<file path="src/rtl/gpt_pkg.sv">
package gpt_pkg;
   // byte offsets decoded by the register file
   localparam int OFF_MODE = 'h00;
   localparam int OFF_REF  = 'h04;
   localparam int OFF_CAP  = 'h08;
   localparam int OFF_CNT  = 'h0C;
   localparam int OFF_EVT  = 'h11;

   // mode word bit positions
   localparam int MB_EN      = 0;
   localparam int MB_SRC_LO  = 1;
   localparam int MB_RESTART = 3;
   localparam int MB_IRQEN   = 4;
   localparam int MB_PRESC   = 8;

   // event word bit positions
   localparam int EB_CAP = 0;
   localparam int EB_REF = 1;

   typedef enum logic [1:0] {
      SRC_OFF_A = 2'd0,
      SRC_SYS   = 2'd1,
      SRC_SYS16 = 2'd2,
      SRC_OFF_B = 2'd3
   } clk_src_e;
endpackage

</file>
<file path="src/rtl/gpt_prescaler.sv">
module gpt_prescaler #(
   parameter int PRE_W    = 8,
   parameter int DIV_LOG2 = 4
) (
   input  logic             clk,
   input  logic             rst_n,
   input  logic             run,
   input  logic             use_div,
   input  logic [PRE_W-1:0] presc,
   input  logic             clr,
   output logic             step
);
   logic             base_tick;
   logic [PRE_W-1:0] pcnt_q;

   generate
      if (DIV_LOG2 == 0) begin : g_nodiv
         assign base_tick = run;
      end else begin : g_div
         logic [DIV_LOG2-1:0] div_q;
         always_ff @(posedge clk or negedge rst_n) begin
            if (!rst_n)              div_q <= '0;
            else if (clr)            div_q <= '0;
            else if (run && use_div) div_q <= div_q + 1'b1;
         end
         assign base_tick = run && (!use_div || (&div_q));
      end
   endgenerate

   always_ff @(posedge clk or negedge rst_n) begin
      if (!rst_n)              pcnt_q <= '0;
      else if (clr)            pcnt_q <= '0;
      else if (base_tick) begin
         if (pcnt_q == presc)  pcnt_q <= '0;
         else                  pcnt_q <= pcnt_q + 1'b1;
      end
   end

   assign step = base_tick && (pcnt_q == presc) && !clr;

   // consecutive steps are impossible once the prescale value is nonzero
   a_r5_step_spacing: assert property (@(posedge clk) disable iff (!rst_n)
      (step && presc != '0 && $stable(presc)) |=> !step);
   // a prescaler restart cancels any step on that edge
   a_r10_clr_blocks: assert property (@(posedge clk) disable iff (!rst_n)
      clr |-> !step);
endmodule

</file>
<file path="src/rtl/gpt_counter.sv">
module gpt_counter #(
   parameter int CNT_W = 16
) (
   input  logic             clk,
   input  logic             rst_n,
   input  logic             step,
   input  logic             load,
   input  logic [CNT_W-1:0] load_val,
   input  logic [CNT_W-1:0] ref_val,
   output logic [CNT_W-1:0] cnt_q,
   output logic             ref_hit
);
   assign ref_hit = step && !load && (cnt_q == ref_val);

   always_ff @(posedge clk or negedge rst_n) begin
      if (!rst_n)        cnt_q <= '0;
      else if (load)     cnt_q <= load_val;
      else if (step) begin
         if (cnt_q == ref_val) cnt_q <= '0;
         else                  cnt_q <= cnt_q + 1'b1;
      end
   end

   a_r6_wrap_on_match: assert property (@(posedge clk) disable iff (!rst_n)
      (step && !load && cnt_q == ref_val) |=> (cnt_q == '0));
   a_r9_load_wins: assert property (@(posedge clk) disable iff (!rst_n)
      load |=> (cnt_q == $past(load_val)));
   a_r4_hold_when_idle: assert property (@(posedge clk) disable iff (!rst_n)
      (!step && !load) |=> $stable(cnt_q));
endmodule

</file>
<file path="src/rtl/gpt_regfile.sv">
module gpt_regfile
   import gpt_pkg::*;
#(
   parameter int ADDR_W = 5,
   parameter int DATA_W = 16,
   parameter int CNT_W  = 16,
   parameter int PRE_W  = 8
) (
   input  logic              clk,
   input  logic              rst_n,
   input  logic              bus_sel,
   input  logic              bus_wr,
   input  logic [ADDR_W-1:0] bus_addr,
   input  logic [DATA_W-1:0] bus_wdata,
   output logic [DATA_W-1:0] bus_rdata,
   input  logic [CNT_W-1:0]  cnt_q,
   input  logic              ref_hit,
   output logic [MB_PRESC+PRE_W-1:0] mode_q,
   output logic [CNT_W-1:0]  ref_q,
   output logic              presc_clr,
   output logic              cnt_load,
   output logic              irq_o
);
   localparam int MODE_W = MB_PRESC + PRE_W;

   logic [DATA_W-1:0] cap_q;
   logic [1:0]        evt_q;
   logic              wr_mode, wr_ref, wr_cap, wr_evt, wr_go;
   logic              disable_wr;
   logic [1:0]        evt_clr, evt_set;

   assign wr_go   = bus_sel && bus_wr;
   assign wr_mode = wr_go && (int'(bus_addr) == OFF_MODE);
   assign wr_ref  = wr_go && (int'(bus_addr) == OFF_REF);
   assign wr_cap  = wr_go && (int'(bus_addr) == OFF_CAP);
   assign cnt_load = wr_go && (int'(bus_addr) == OFF_CNT);
   assign wr_evt  = wr_go && (int'(bus_addr) == OFF_EVT);

   assign disable_wr = wr_mode && mode_q[MB_EN] && !bus_wdata[MB_EN];
   assign presc_clr  = wr_mode || wr_ref;

   assign evt_clr = wr_evt ? bus_wdata[1:0] : 2'b00;
   assign evt_set = {ref_hit, 1'b0};

   always_ff @(posedge clk or negedge rst_n) begin
      if (!rst_n) begin
         mode_q <= '0;
         ref_q  <= '0;
         cap_q  <= '0;
         evt_q  <= '0;
      end else begin
         if (disable_wr) begin
            mode_q <= '0;
            ref_q  <= '0;
         end else begin
            if (wr_mode) mode_q <= bus_wdata[MODE_W-1:0];
            if (wr_ref)  ref_q  <= bus_wdata[CNT_W-1:0];
         end
         if (wr_cap) cap_q <= bus_wdata;
         evt_q <= (evt_q & ~evt_clr) | evt_set;
      end
   end

   always_comb begin
      bus_rdata = '0;
      case (int'(bus_addr))
         OFF_MODE: bus_rdata[MODE_W-1:0] = mode_q;
         OFF_REF:  bus_rdata[CNT_W-1:0]  = ref_q;
         OFF_CAP:  bus_rdata             = cap_q;
         OFF_CNT:  bus_rdata[CNT_W-1:0]  = cnt_q;
         OFF_EVT:  bus_rdata[1:0]        = evt_q;
         default:  bus_rdata             = '0;
      endcase
   end

   assign irq_o = mode_q[MB_IRQEN] && evt_q[EB_REF];

   a_r3_disable_clears: assert property (@(posedge clk) disable iff (!rst_n)
      disable_wr |=> (mode_q == '0 && ref_q == '0));
   a_r8_w1c_ref: assert property (@(posedge clk) disable iff (!rst_n)
      (wr_evt && bus_wdata[EB_REF] && !ref_hit) |=> !evt_q[EB_REF]);
   a_r6_hit_flags: assert property (@(posedge clk) disable iff (!rst_n)
      ref_hit |=> evt_q[EB_REF]);
   a_r7_irq_cause: assert property (@(posedge clk) disable iff (!rst_n)
      $rose(irq_o) |-> ($past(ref_hit) || $past(wr_mode)));
endmodule

</file>
<file path="src/rtl/gpt_timer.sv">
module gpt_timer
   import gpt_pkg::*;
#(
   parameter int ADDR_W   = 5,
   parameter int DATA_W   = 16,
   parameter int CNT_W    = 16,
   parameter int PRE_W    = 8,
   parameter int DIV_LOG2 = 4
) (
   input  logic              clk,
   input  logic              rst_n,
   input  logic              bus_sel,
   input  logic              bus_wr,
   input  logic [ADDR_W-1:0] bus_addr,
   input  logic [DATA_W-1:0] bus_wdata,
   output logic [DATA_W-1:0] bus_rdata,
   output logic              irq_o
);
   localparam int MODE_W = MB_PRESC + PRE_W;

   generate
      if (ADDR_W < 5)       begin : g_chk_addr $error("ADDR_W must reach offset 0x11"); end
      if (DATA_W < MODE_W)  begin : g_chk_mode $error("DATA_W too narrow for mode word"); end
      if (DATA_W < CNT_W)   begin : g_chk_cnt  $error("DATA_W too narrow for counter"); end
      if (PRE_W < 1)        begin : g_chk_pre  $error("PRE_W must be positive"); end
      if (DIV_LOG2 < 0)     begin : g_chk_div  $error("DIV_LOG2 must not be negative"); end
   endgenerate

   logic [MODE_W-1:0] mode_q;
   logic [CNT_W-1:0]  ref_q, cnt_q;
   logic              presc_clr, cnt_load, step, ref_hit, run;
   clk_src_e          src;

   assign src = clk_src_e'(mode_q[MB_SRC_LO +: 2]);
   assign run = mode_q[MB_EN] && mode_q[MB_RESTART] &&
                (src == SRC_SYS || src == SRC_SYS16);

   gpt_regfile #(.ADDR_W(ADDR_W), .DATA_W(DATA_W), .CNT_W(CNT_W), .PRE_W(PRE_W)) u_regs (
      .clk(clk), .rst_n(rst_n),
      .bus_sel(bus_sel), .bus_wr(bus_wr), .bus_addr(bus_addr),
      .bus_wdata(bus_wdata), .bus_rdata(bus_rdata),
      .cnt_q(cnt_q), .ref_hit(ref_hit),
      .mode_q(mode_q), .ref_q(ref_q),
      .presc_clr(presc_clr), .cnt_load(cnt_load), .irq_o(irq_o)
   );

   gpt_prescaler #(.PRE_W(PRE_W), .DIV_LOG2(DIV_LOG2)) u_presc (
      .clk(clk), .rst_n(rst_n), .run(run),
      .use_div(src == SRC_SYS16),
      .presc(mode_q[MB_PRESC +: PRE_W]),
      .clr(presc_clr), .step(step)
   );

   gpt_counter #(.CNT_W(CNT_W)) u_cnt (
      .clk(clk), .rst_n(rst_n), .step(step), .load(cnt_load),
      .load_val(bus_wdata[CNT_W-1:0]), .ref_val(ref_q),
      .cnt_q(cnt_q), .ref_hit(ref_hit)
   );

   a_r1_irq_low_idle: assert property (@(posedge clk) disable iff (!rst_n)
      !mode_q[MB_IRQEN] |-> !irq_o);
   a_r6_no_step_stopped: assert property (@(posedge clk) disable iff (!rst_n)
      !run |-> !step);
endmodule

</file>
<file path="config.mk">
export PLATFORM = sky130hd
export DESIGN_NAME = gpt_timer
export DESIGN_NICKNAME = d
export VERILOG_FILES = /design/src/rtl/gpt_pkg.sv /design/src/rtl/gpt_prescaler.sv /design/src/rtl/gpt_counter.sv /design/src/rtl/gpt_regfile.sv /design/src/rtl/gpt_timer.sv
export SDC_FILE = /design/constraint.sdc
export NUM_CORES = 1
export LEC_CHECK = 0
export CAP_MARGIN = 5
export CORE_MARGIN = 8
export CORE_UTILIZATION = 25
export CTS_CLUSTER_DIAMETER = 200
export DETAILED_ROUTE_END_ITERATION = 8
export GPL_ROUTABILITY_DRIVEN = 0
export SYNTH_ARGS = -nofsm -noshare
export SYNTH_HDL_FRONTEND = slang
export SYNTH_HIERARCHICAL = 1
export SYNTH_SLANG_ARGS = --single-unit
</file>
<file path="constraint.sdc">
create_clock -name clk -period 2.6 [get_ports clk]
set_clock_uncertainty 0.2 [all_clocks]
set_input_delay 0.26 -clock clk [delete_from_list [all_inputs] [get_ports clk]]
set_output_delay 0.26 -clock clk [all_outputs]
set_load 0.01 [all_outputs]
</file>
---- Word level (Yosys, flattened, before mapping) ----
Cells that the tools add are included.
storage, ports and cells
  register bits after elaboration ......... 78
  bits of input ports ..................... 25
  output and inout bits ................... 17
operators by class
  $add $sub $neg .......................... 3
  equal/unequal tests ..................... 12
  muxes and demuxes ....................... 15
  bitwise operators ....................... 3
  reduce and logical (&&, ||, !) cells .... 32
operator list
  operator                                        number
  two-way mux 16 bit                              7
  case mux 14 bit (4 select lines)                1
  two-way mux 8 bit                               3
  == test 5 bit (second input constant)           4
  logical AND 1 bit                               17
  adder 16 x 1 -> 16 bit (second input constant)  1
  == test 16 bit                                  1
  == test 5 x 4 -> 1 bit (second input constant)  3
  zero test 5 bit                                 2
  case mux 2 bit (5 select lines)                 1
  nonzero test 2 bit                              5
  adder 8 x 1 -> 8 bit (second input constant)    1
  == test 8 bit                                   1
  two-way mux 4 bit                               2
  == test 5 x 3 -> 1 bit (second input constant)  1
  adder 4 x 1 -> 4 bit (second input constant)    1
  zero test 1 bit                                 4
  AND reduction 4 bit                             1
  logical OR 1 bit                                3
  AND 2 bit                                       1
  == test 2 x 1 -> 1 bit (second input constant)  1
  == test 2 bit (second input constant)           1
  two-way mux 2 bit                               1
  inverter 2 bit                                  1
  OR 2 bit                                        1

---- Depth between registers and ports, before layout ----
Gate-level depths: netlist of run 1.
  word-level depth ........................ 9
  gate-level depth with buffers ........... 11

---- Modules after synthesis ----
The synthesis of run 1 kept the hierarchy.
by module, submodules not included
  module         instances  cells an instance  area an instance (um^2)
  gpt_regfile    1          219                2479.9
  gpt_counter    1          160                1323.8
  gpt_prescaler  1          81                 742.0
  gpt_timer      1          3                  25.0

---- Least setup slack after synthesis of run 1 ----
No wires, ideal clock.
  kind .................................... reg-to-reg
  start point ............................. register u_regs.mode_q[1]
  end point ............................... register u_cnt.cnt_q[12]
  library setup time ...................... 0.086 ns
  arrival time ............................ 2.217 ns
  required time ........................... 2.314 ns
  path slack .............................. 0.097 ns
  stages on the path, launching flop included .. 9
  clock period less this slack ............ 2.503 ns
  cells stage by stage .................... dfrtp_1 > inv_1 > ha_1 > and3b_1 > o21ai_0 > nor4_1 > inv_1 > or4b_1 > a32oi_1
between the ends
  longest elaborated chain between the ends .. 7
RTL lines
  what                                                     RTL line             source
  from (decl)                                              gpt_regfile.sv:18    output logic [MB_PRESC+PRE_W-1:0] mode_q,
  from (signal assigned)                                   gpt_regfile.sv:56    if (wr_mode) mode_q <= bus_wdata[MODE_W-1:0];
  == test 2 x 1 -> 1 bit or == test 2 bit (tied branches)  gpt_timer.sv:36      (src == SRC_SYS || src == SRC_SYS16);
  logical OR 1 bit (*)                                     gpt_timer.sv:36
  logical AND 1 bit (*)                                    gpt_timer.sv:35      assign run = mode_q[MB_EN] && mode_q[MB_RESTART] &&
  via run                                                  gpt_timer.sv:31      logic presc_clr, cnt_load, step, ref_hit, run;
  logical AND 1 bit (*)                                    gpt_prescaler.sv:26  assign base_tick = run && (!use_div || (&div_q));
  logical AND 1 bit (*) (2 in series)                      gpt_prescaler.sv:39  assign step = base_tick && (pcnt_q == presc) && !clr;
  via step                                                 gpt_timer.sv:31
  nonzero test 2 bit (no line) (*)                         n/a
  to (signal assigned)                                     gpt_counter.sv:17    else if (load) cnt_q <= load_val;
  to (signal assigned)                                     gpt_counter.sv:20    else cnt_q <= cnt_q + 1'b1;
  to (decl)                                                gpt_counter.sv:10    output logic [CNT_W-1:0] cnt_q,
The timed path passes the listed nets; every way through them passes the cells marked *.
A chain may end at the register's enable or synchronous reset.

---- Final worst setup path of run 1 ----
  start point ............................. input bus_addr[1]
  end point ............................... output bus_rdata[15]
between the ends
  longest elaborated chain between the ends .. 2
RTL lines
  what                                                  RTL line           source
  from (decl)                                           gpt_timer.sv:14    input logic [ADDR_W-1:0] bus_addr,
  == test 5 x 4 -> 1 bit, or another cell as far along  gpt_regfile.sv:66  case (int'(bus_addr))
  case mux 14 bit (4 select lines) (*)                  gpt_regfile.sv:66
  to (decl)                                             gpt_timer.sv:16    output logic [DATA_W-1:0] bus_rdata,
Every way passes the cells marked *; elsewhere a longest branch is shown, timed or not.

==> flow_summary_export.csv, run 1 <==
group,metric,value,unit
cells_and_area,fill_cells,1869,
worst_setup_path,type_of_the_worst_setup_path,"in -> out",
cells_and_area,n_antenna_cell,0,
worst_setup_path,timing.critical_path.to_type,"output port",
synth,synth_top_cells_by_area,"sky130_fd_sc_hd__dfrtp_1, sky130_fd_sc_hd__mux2i_1, sky130_fd_sc_hd__mux2_2, sky130_fd_sc_hd__xor2_1, sky130_fd_sc_hd__o21ai_0",
synth,synth_top_area_cell,"sky130_fd_sc_hd__dfrtp_1",
power_and_ir_drop,clockPowerShare,37.8,%
power_and_ir_drop,power_density,589.0,nW/um^2
worst_setup_path,worst-endpoint-arrival,2.09,ns
power_and_ir_drop,power_switching_share,28.18,%
power_and_ir_drop,p_sw,0.0009510,W
global_route,overflow,0,
routing,via_count,3934,
routing,first_pass_iters,5,
synth,netlist.area_leader.share,42.70,%
clock_tree,ctsRootBufferMaster,"sky130_fd_sc_hd__clkbuf_16",
routing,route.detailed.drc,0,
routing,drt-vias-per-instance,5.211,
worst_setup_path,largest_fanout_on_the_critical_path,5,
sta,period_needed,2.550,ns
sta,worst_pin_slew,0.6062,ns
sta,drv_slew,0,
power_and_ir_drop,internal-power,0.002424,W
synth,mappedNetlistNets,492,
job,drv_cap,0,
synth,synth.lib_cells_used.distinct,55,
worst_setup_path,timing.critical_path.required,2.14,ns
clock_tree,clkSinkCount,78,
sta,final-setup-viol-count,0,
synth,postSynth.topFlopCell,"sky130_fd_sc_hd__dfrtp_1",
global_route,groute.usage.overall,11.79,%
floorplan,pin_count,42,
clock_tree,max-clock-path-buffers,2,
routing,routed_length_per_instance,17.48,um
synth,synth_seq_cells,78,
sta,fmaxAchievable,392.1,MHz
global_route,grt_antenna_before_repair,0,
worst_setup_path,critical_path.max_stage_delay,0.60,ns
floorplan,total_core_area,17960,um^2
cells_and_area,post_layout_net_count,550,
power_and_ir_drop,finalPower,0.003375,W
global_route,grt_pass1_vias,3880,
synth,postSynthAreaPerCell,9.872,um^2
cells_and_area,layout_common_cells,"sky130_fd_sc_hd__dfrtp_1, sky130_fd_sc_hd__buf_4, sky130_fd_sc_hd__nand2_1",
synth,synth.yosys.seq_area_share,42.70,%
synth,synthesis.area,4571,um^2
clock_tree,tritoncts,"yes",
worst_setup_path,source_of_the_worst_register_to_register_timing_path,"u_regs/mode_q[1]",
clock_tree,clk_pin_slew_worst_paths,0.06,ns
clock_tree,clk-insertion-delay-late,0.34,ns
cells_and_area,syn_to_final_growth,25.38,%
synth,cell_count_after_synthesis,463,
cells_and_area,final_common_cell,"sky130_fd_sc_hd__dfrtp_1",
floorplan,fp.dieArea,22860,um^2
worst_setup_path,critPathSlowestCell,"sky130_fd_sc_hd__or4b_4",
cells_and_area,finish.cell_count_without_fillers,755,
placement,port_buffers,41,
sta,rsz0062_at_grt,"yes",
worst_setup_path,number_of_buffer_and_inverter_stages_on_the_critical_path,3,
routing,antenna_violating_nets_post_route,0,
clock_tree,cts_setup_buffers,0,
sta,finalHoldViolations,0,
min_path,path_class_of_the_lowest_slack_min_delay_path,"in -> async",
synth,edff_count_synth,0,
worst_setup_path,worst_setup_path_start_kind,"input pin",
clock_tree,tritoncts.num_buffers,9,
routing,drtIter0Drc,296,
cells_and_area,layout_cells_sized_above_1,17.11,%
worst_setup_path,cp-startpoint,"bus_addr[1]",
floorplan,std_cell_rows,49,
clock_tree,h-tree-depth,3,
placement,detailed_place_hpwl,9847,um
power_and_ir_drop,power.share.sequential,44.4,%
floorplan,die_height,151.2,um
sta,max_slew_margin,59.24,%
routing,totalWireLength,13200,um
global_route,grt_start_max_net_pins,62,
synth,synthArstFlopShare,100.0,%
power_and_ir_drop,power.leakage,2.491,nW
placement,dp.cells,738,
worst_setup_path,critical_path.top_delay_family,"buffers and inverters",
synth,yosys_warnings,6,
power_and_ir_drop,power_frac_comb,17.7,%
outcome,status,"completed",
power_and_ir_drop,ir_drop,0.3293,mV
floorplan,die_w,151.2,um
global_route,grt_first_pass_wirelength,21250,um
worst_setup_path,cp_cell_sequence,"clkdlybuf4s50_1 -> or4b_4 -> buf_4 -> o22ai_1 -> clkdlybuf4s15_1",
floorplan,floorplan.initialDensity,25.44,%
sta,timing.final.crit_share,98.08,%
[state kept, by name, summed over array words and instances, names as in the netlist]
name                 flops
u_cnt/cnt_q             16
u_presc/g_div.div_q      4
u_presc/pcnt_q           8
u_regs/cap_q            16
u_regs/evt_q             2
u_regs/mode_q           16
u_regs/ref_q            16
[cells in the mapped netlist, types with 4 or more instances]
cell type	instances
sky130_fd_sc_hd__xnor2_1	10
sky130_fd_sc_hd__inv_1	19
sky130_fd_sc_hd__o22ai_1	15
sky130_fd_sc_hd__buf_2	7
sky130_fd_sc_hd__nand4_1	7
sky130_fd_sc_hd__xor2_1	18
sky130_fd_sc_hd__clkbuf_8	4
sky130_fd_sc_hd__o21ai_1	10
sky130_fd_sc_hd__a21oi_1	25
sky130_fd_sc_hd__ha_1	4
sky130_fd_sc_hd__nor2b_1	6
sky130_fd_sc_hd__o21ai_0	29
sky130_fd_sc_hd__nor3_1	4
sky130_fd_sc_hd__a31oi_1	5
sky130_fd_sc_hd__buf_6	6
sky130_fd_sc_hd__mux2i_1	29
sky130_fd_sc_hd__mux2_2	16
sky130_fd_sc_hd__or4_1	4
sky130_fd_sc_hd__nand2_1	30
sky130_fd_sc_hd__nor2_1	16
sky130_fd_sc_hd__dfrtp_1	78
sky130_fd_sc_hd__nor4_1	7
sky130_fd_sc_hd__and3_1	4
sky130_fd_sc_hd__o31ai_1	4
sky130_fd_sc_hd__clkbuf_1	13
sky130_fd_sc_hd__nand3_1	23
sky130_fd_sc_hd__a32oi_1	10
sky130_fd_sc_hd__a22o_1	15
[logic make-up after synthesis]
kind of cell    synth area share (%)
xor+xnor                       5.365
simple gates                   15.69
fa+ha+maj                      1.095
flops                          42.70
compound gates                 17.63
mux                            11.11
buf+inv                        6.406
[layout make-up]
class	count	area (um^2)	share of cell area, %
inverters	19	71.32	1.245
clock buffers	11	242.7	4.236
flip-flops and latches	78	1952	34.06
clock inverters	5	58.81	1.026
well taps	229	286.5	5.000
repair buffers	80	747.0	13.03
multi-input cells	333	2372	41.40
[metal layers]
metal	wire, um	vias up	GRT usage, %
li1	-	1825	-
met1	6320	1961	16.53
met2	5891	141	17.56
met3	892	7	3.107
met4	91	0	2.919
met5	0	-	0
[worst reg2reg max path, stage by stage, from the launching register on]
cell and delay, ns:
sky130_fd_sc_hd__dfrtp_1 0.34, sky130_fd_sc_hd__inv_1 0.05, sky130_fd_sc_hd__ha_1 0.28, sky130_fd_sc_hd__and3b_1 0.24
sky130_fd_sc_hd__o21ai_1 0.13, sky130_fd_sc_hd__nor4_2 0.31, sky130_fd_sc_hd__inv_2 0.11, sky130_fd_sc_hd__or4b_1 0.51
sky130_fd_sc_hd__a32oi_1 0.20
[power by group through the flow]
| stage | Sequential [W] | Combinational, W | Clock [W] |
|---|---|---|---|
| after floorplan | 0.00148 | 0.000353 | 0 |
| after global placement | 0.00151 | 0.000569 | 0 |
| after detailed placement | 0.00152 | 0.000589 | 0 |
| after CTS | 0.00150 | 0.000591 | 0.00130 |
| after global routing | 0.00152 | 0.000657 | 0.00137 |
| final | 0.00150 | 0.000599 | 0.00128 |
[final timing paths]
check	end	slack [ns]	cells after the start
worst max-delay path	bus_rdata[15]	0.05	5
worst min-delay path	u_regs/ref_q[12]	0.14	2
worst max register to register	u_cnt/cnt_q[12]	0.15	8
worst min register to register	u_regs/cap_q[15]	0.31	1
max in group asynchronous	u_cnt/cnt_q[1]	1.45	3
min in group clk	u_regs/cap_q[15]	0.31	1
[stage by stage]
step | utilization (%) | hold WS (ns) | setup WS [ns] | instance area, um^2 | TNS (ns)
after floorplan | - | -0.2356 | 0.09693 | 4571 | 0
after global placement | 30.00 | -0.03614 | -0.2787 | 5389 | -2.891
after detailed placement | 30.00 | -0.03959 | -0.2919 | 5389 | -3.614
after CTS | 31.72 | 0.1405 | 0.006743 | 5698 | 0
after global routing | 31.90 | 0.1595 | -0.01055 | 5731 | -0.01116
final | 31.90 | 0.1377 | 0.04992 | 5731 | 0
[repair_timing]
| action | CTS | global route |
|---|---|---|
| resized for setup | 18 | 9 |
| hold endpoints to repair | 78 | 0 |
| cloned | 0 | 0 |
| pin swaps | 0 | 1 |
| endpoints found under the setup margin | 15 | 11 |
| hold buffers | 1 | 0 |
Power figures use the tool's default switching activity.
==> inputs of run 2 (changes only) <==
Settings changed: CORE_UTILIZATION 25 to 52, PLACE_DENSITY set to 0.76.
==> run 2 against run 1 <==
  * The run now ends with DRC left
  * Core utilization rose by 31 points
  * Critical path type unchanged
  * Sequential cell count did not move
  * Fmax rose by 2.2%
  * Final cell count fell by 17%
  * Clock-buffer cell count did not move
  * Via count fell by 0.71%
  * Sequential share of layout area rose by 1.9 points
  * Register-to-register slack got worse by 0.03 ns
  * Highest routed layer unchanged
  * Combinational power fell by 7.0%
  * Critical path depth rose by 1
  * Routed wire length fell by 8.1%
==> flow_summary_export.csv, run 2 (synthesis results as in run 1) <==
group,metric,value,unit
worst_setup_path,reg_to_reg_endpoint,"u_regs/evt_q[1]",
floorplan,total_core_area,8636,um^2
cells_and_area,layout_common_cells,"sky130_fd_sc_hd__dfrtp_1, sky130_fd_sc_hd__nand2_1, sky130_fd_sc_hd__buf_4, sky130_fd_sc_hd__mux2i_1, sky130_fd_sc_hd__o21ai_0",
placement,port_buffers,41,
worst_setup_path,critPathSlowestCell,"sky130_fd_sc_hd__clkdlybuf4s50_1",
worst_setup_path,critical_path.top_delay_family,"buffers and inverters",
cells_and_area,layout_cells_sized_above_1,14.84,%
sta,worst_pin_slew,0.6797,ns
routing,drtIter0Drc,246,
power_and_ir_drop,power.leakage,2.436,nW
routing,antenna_violating_nets_post_route,0,
worst_setup_path,source_of_the_worst_register_to_register_timing_path,"u_regs/mode_q[2]",
power_and_ir_drop,power_density,595.2,nW/um^2
clock_tree,clk_pin_slew_worst_paths,0.08,ns
floorplan,floorplan.initialDensity,52.93,%
sta,rsz0062_at_grt,"no",
cells_and_area,final_common_cell,"sky130_fd_sc_hd__dfrtp_1",
sta,drv_slew,0,
job,drv_cap,0,
worst_setup_path,largest_fanout_on_the_critical_path,3,
floorplan,die_w,109.8,um
worst_setup_path,critical_path.max_stage_delay,0.56,ns
routing,routed_length_per_instance,19.33,um
routing,first_pass_iters,6,
global_route,overflow,0,
routing,route.detailed.drc,1,
routing,via_count,3906,
clock_tree,ctsRootBufferMaster,"sky130_fd_sc_hd__clkbuf_8",
global_route,grt_pass1_vias,3966,
floorplan,die_height,109.8,um
sta,fmaxAchievable,400.7,MHz
clock_tree,max-clock-path-buffers,2,
cells_and_area,post_layout_net_count,544,
global_route,grt_first_pass_wirelength,19690,um
worst_setup_path,type_of_the_worst_setup_path,"in -> out",
worst_setup_path,timing.reg2reg.setup_slack,0.12,ns
floorplan,pin_count,42,
worst_setup_path,worst-endpoint-arrival,2.04,ns
floorplan,fp.dieArea,12050,um^2
power_and_ir_drop,finalPower,0.003228,W
power_and_ir_drop,ir_drop,0.4218,mV
clock_tree,tritoncts,"yes",
outcome,status,"finished, violations left",
worst_setup_path,worst_setup_path_start_kind,"input pin",
worst_setup_path,worstRegToRegCells,10,
worst_setup_path,cp_cell_sequence,"clkdlybuf4s50_1 -> buf_4 -> or3_1 -> buf_4 -> nor2b_1 -> clkdlybuf4s50_1",
floorplan,std_cell_rows,34,
cells_and_area,n_antenna_cell,0,
global_route,grt_antenna_before_repair,0,
worst_setup_path,timing.critical_path.to_type,"output port",
clock_tree,tritoncts.num_buffers,9,
sta,final-setup-viol-count,0,
worst_setup_path,timing.critical_path.required,2.14,ns
cells_and_area,syn_to_final_growth,18.64,%
routing,totalWireLength,12120,um
placement,detailed_place_hpwl,8691,um
routing,drt-vias-per-instance,6.230,
sta,max_slew_margin,54.30,%
sta,period_needed,2.496,ns
outcome,failed_checks,"DRC",
worst_setup_path,number_of_buffer_and_inverter_stages_on_the_critical_path,4,
clock_tree,clkSinkCount,78,
sta,finalHoldViolations,0,
global_route,grt_start_max_net_pins,44,
cells_and_area,utilization,62.79,%
clock_tree,clk-insertion-delay-late,0.34,ns
min_path,path_class_of_the_lowest_slack_min_delay_path,"in -> async",
global_route,groute.usage.overall,20.58,%
clock_tree,h-tree-depth,3,
sta,timing.final.crit_share,95.99,%
cells_and_area,fill_cells,703,
==> run 2: changes by cell type in the layout (fill, tap and decap cells not counted), sizes merged <==
| cell | before | now |
|---|---|---|
| buf | 40 | 34 |
| clkinv | 2 | 0 |
| clkinvlp | 2 | 0 |
| bufinv | 1 | 4 |
==> run 2: final cells by class <==
| type | count | area [um^2] | area share (%) |
|---|---|---|---|
| Clock buffer | 11 | 131.4 | 2.423 |
| Tap cell | 108 | 135.1 | 2.492 |
| Timing Repair Buffer | 74 | 668.1 | 12.32 |
| Inverter | 19 | 71.32 | 1.315 |
| Sequential cell | 78 | 1952 | 35.99 |
| Clock inverter | 4 | 120.1 | 2.215 |
| Multi-Input combinational cell | 333 | 2345 | 43.24 |
==> run 2: per-stage QoR <==
stage / setup WS [ns] / hold WS (ns) / std cells / cell area (um^2) / TNS, ns
floorplan: 0.09693 / -0.2356 / 463 / 4571 / 0
global placement: -0.1657 / 0.09592 / 610 / 5147 / -1.654
detailed placement: -0.1793 / 0.1025 / 610 / 5147 / -2.363
CTS: 0.05376 / 0.2703 / 626 / 5394 / 0
global route: 0.004810 / 0.2997 / 627 / 5423 / 0
finish: 0.1043 / 0.2636 / 627 / 5423 / 0
==> run 2: repair_timing <==
| action | in CTS | in global routing |
|---|---|---|
| resized for setup | 16 | 7 |
| hold buffers | 1 | 0 |
| buffers inserted | 0 | 1 |
| endpoints found under the hold margin | 42 | 0 |
| setup endpoints to repair | 15 | 7 |
| pin swaps | 0 | 3 |
==> run 2: worst max-delay path by stage <==
stage                      from              end  slack, ns  cells after the start
5_1_grt             bus_addr[2]     bus_rdata[0]      0.005                      7
3_3_place_gp        bus_addr[1]     bus_rdata[0]      -0.17                      6
6_report            bus_addr[0]     bus_rdata[3]       0.10                      6
4_1_cts        u_regs/mode_q[1]  u_cnt/cnt_q[15]       0.05                      9
3_5_place_dp        bus_addr[1]     bus_rdata[0]      -0.18                      6
2_1_floorplan  u_regs/mode_q[1]  u_cnt/cnt_q[12]        0.1                      8
==> run 2: metal layers <==
| layer | global-route usage (%) | vias to the layer above | wire (um) |
|---|---|---|---|
| li1 | - | 1808 | - |
| met1 | 27.03 | 1909 | 5318 |
| met2 | 32.52 | 166 | 5754 |
| met3 | 3.576 | 23 | 764 |
| met4 | 9.354 | 0 | 283 |
| met5 | 0 | - | 0 |
==> run 2: power by group <==
group          switching [W]  internal (W)
Clock               0.000437      0.000732
Sequential          0.000148       0.00135
Combinational       0.000273      0.000285
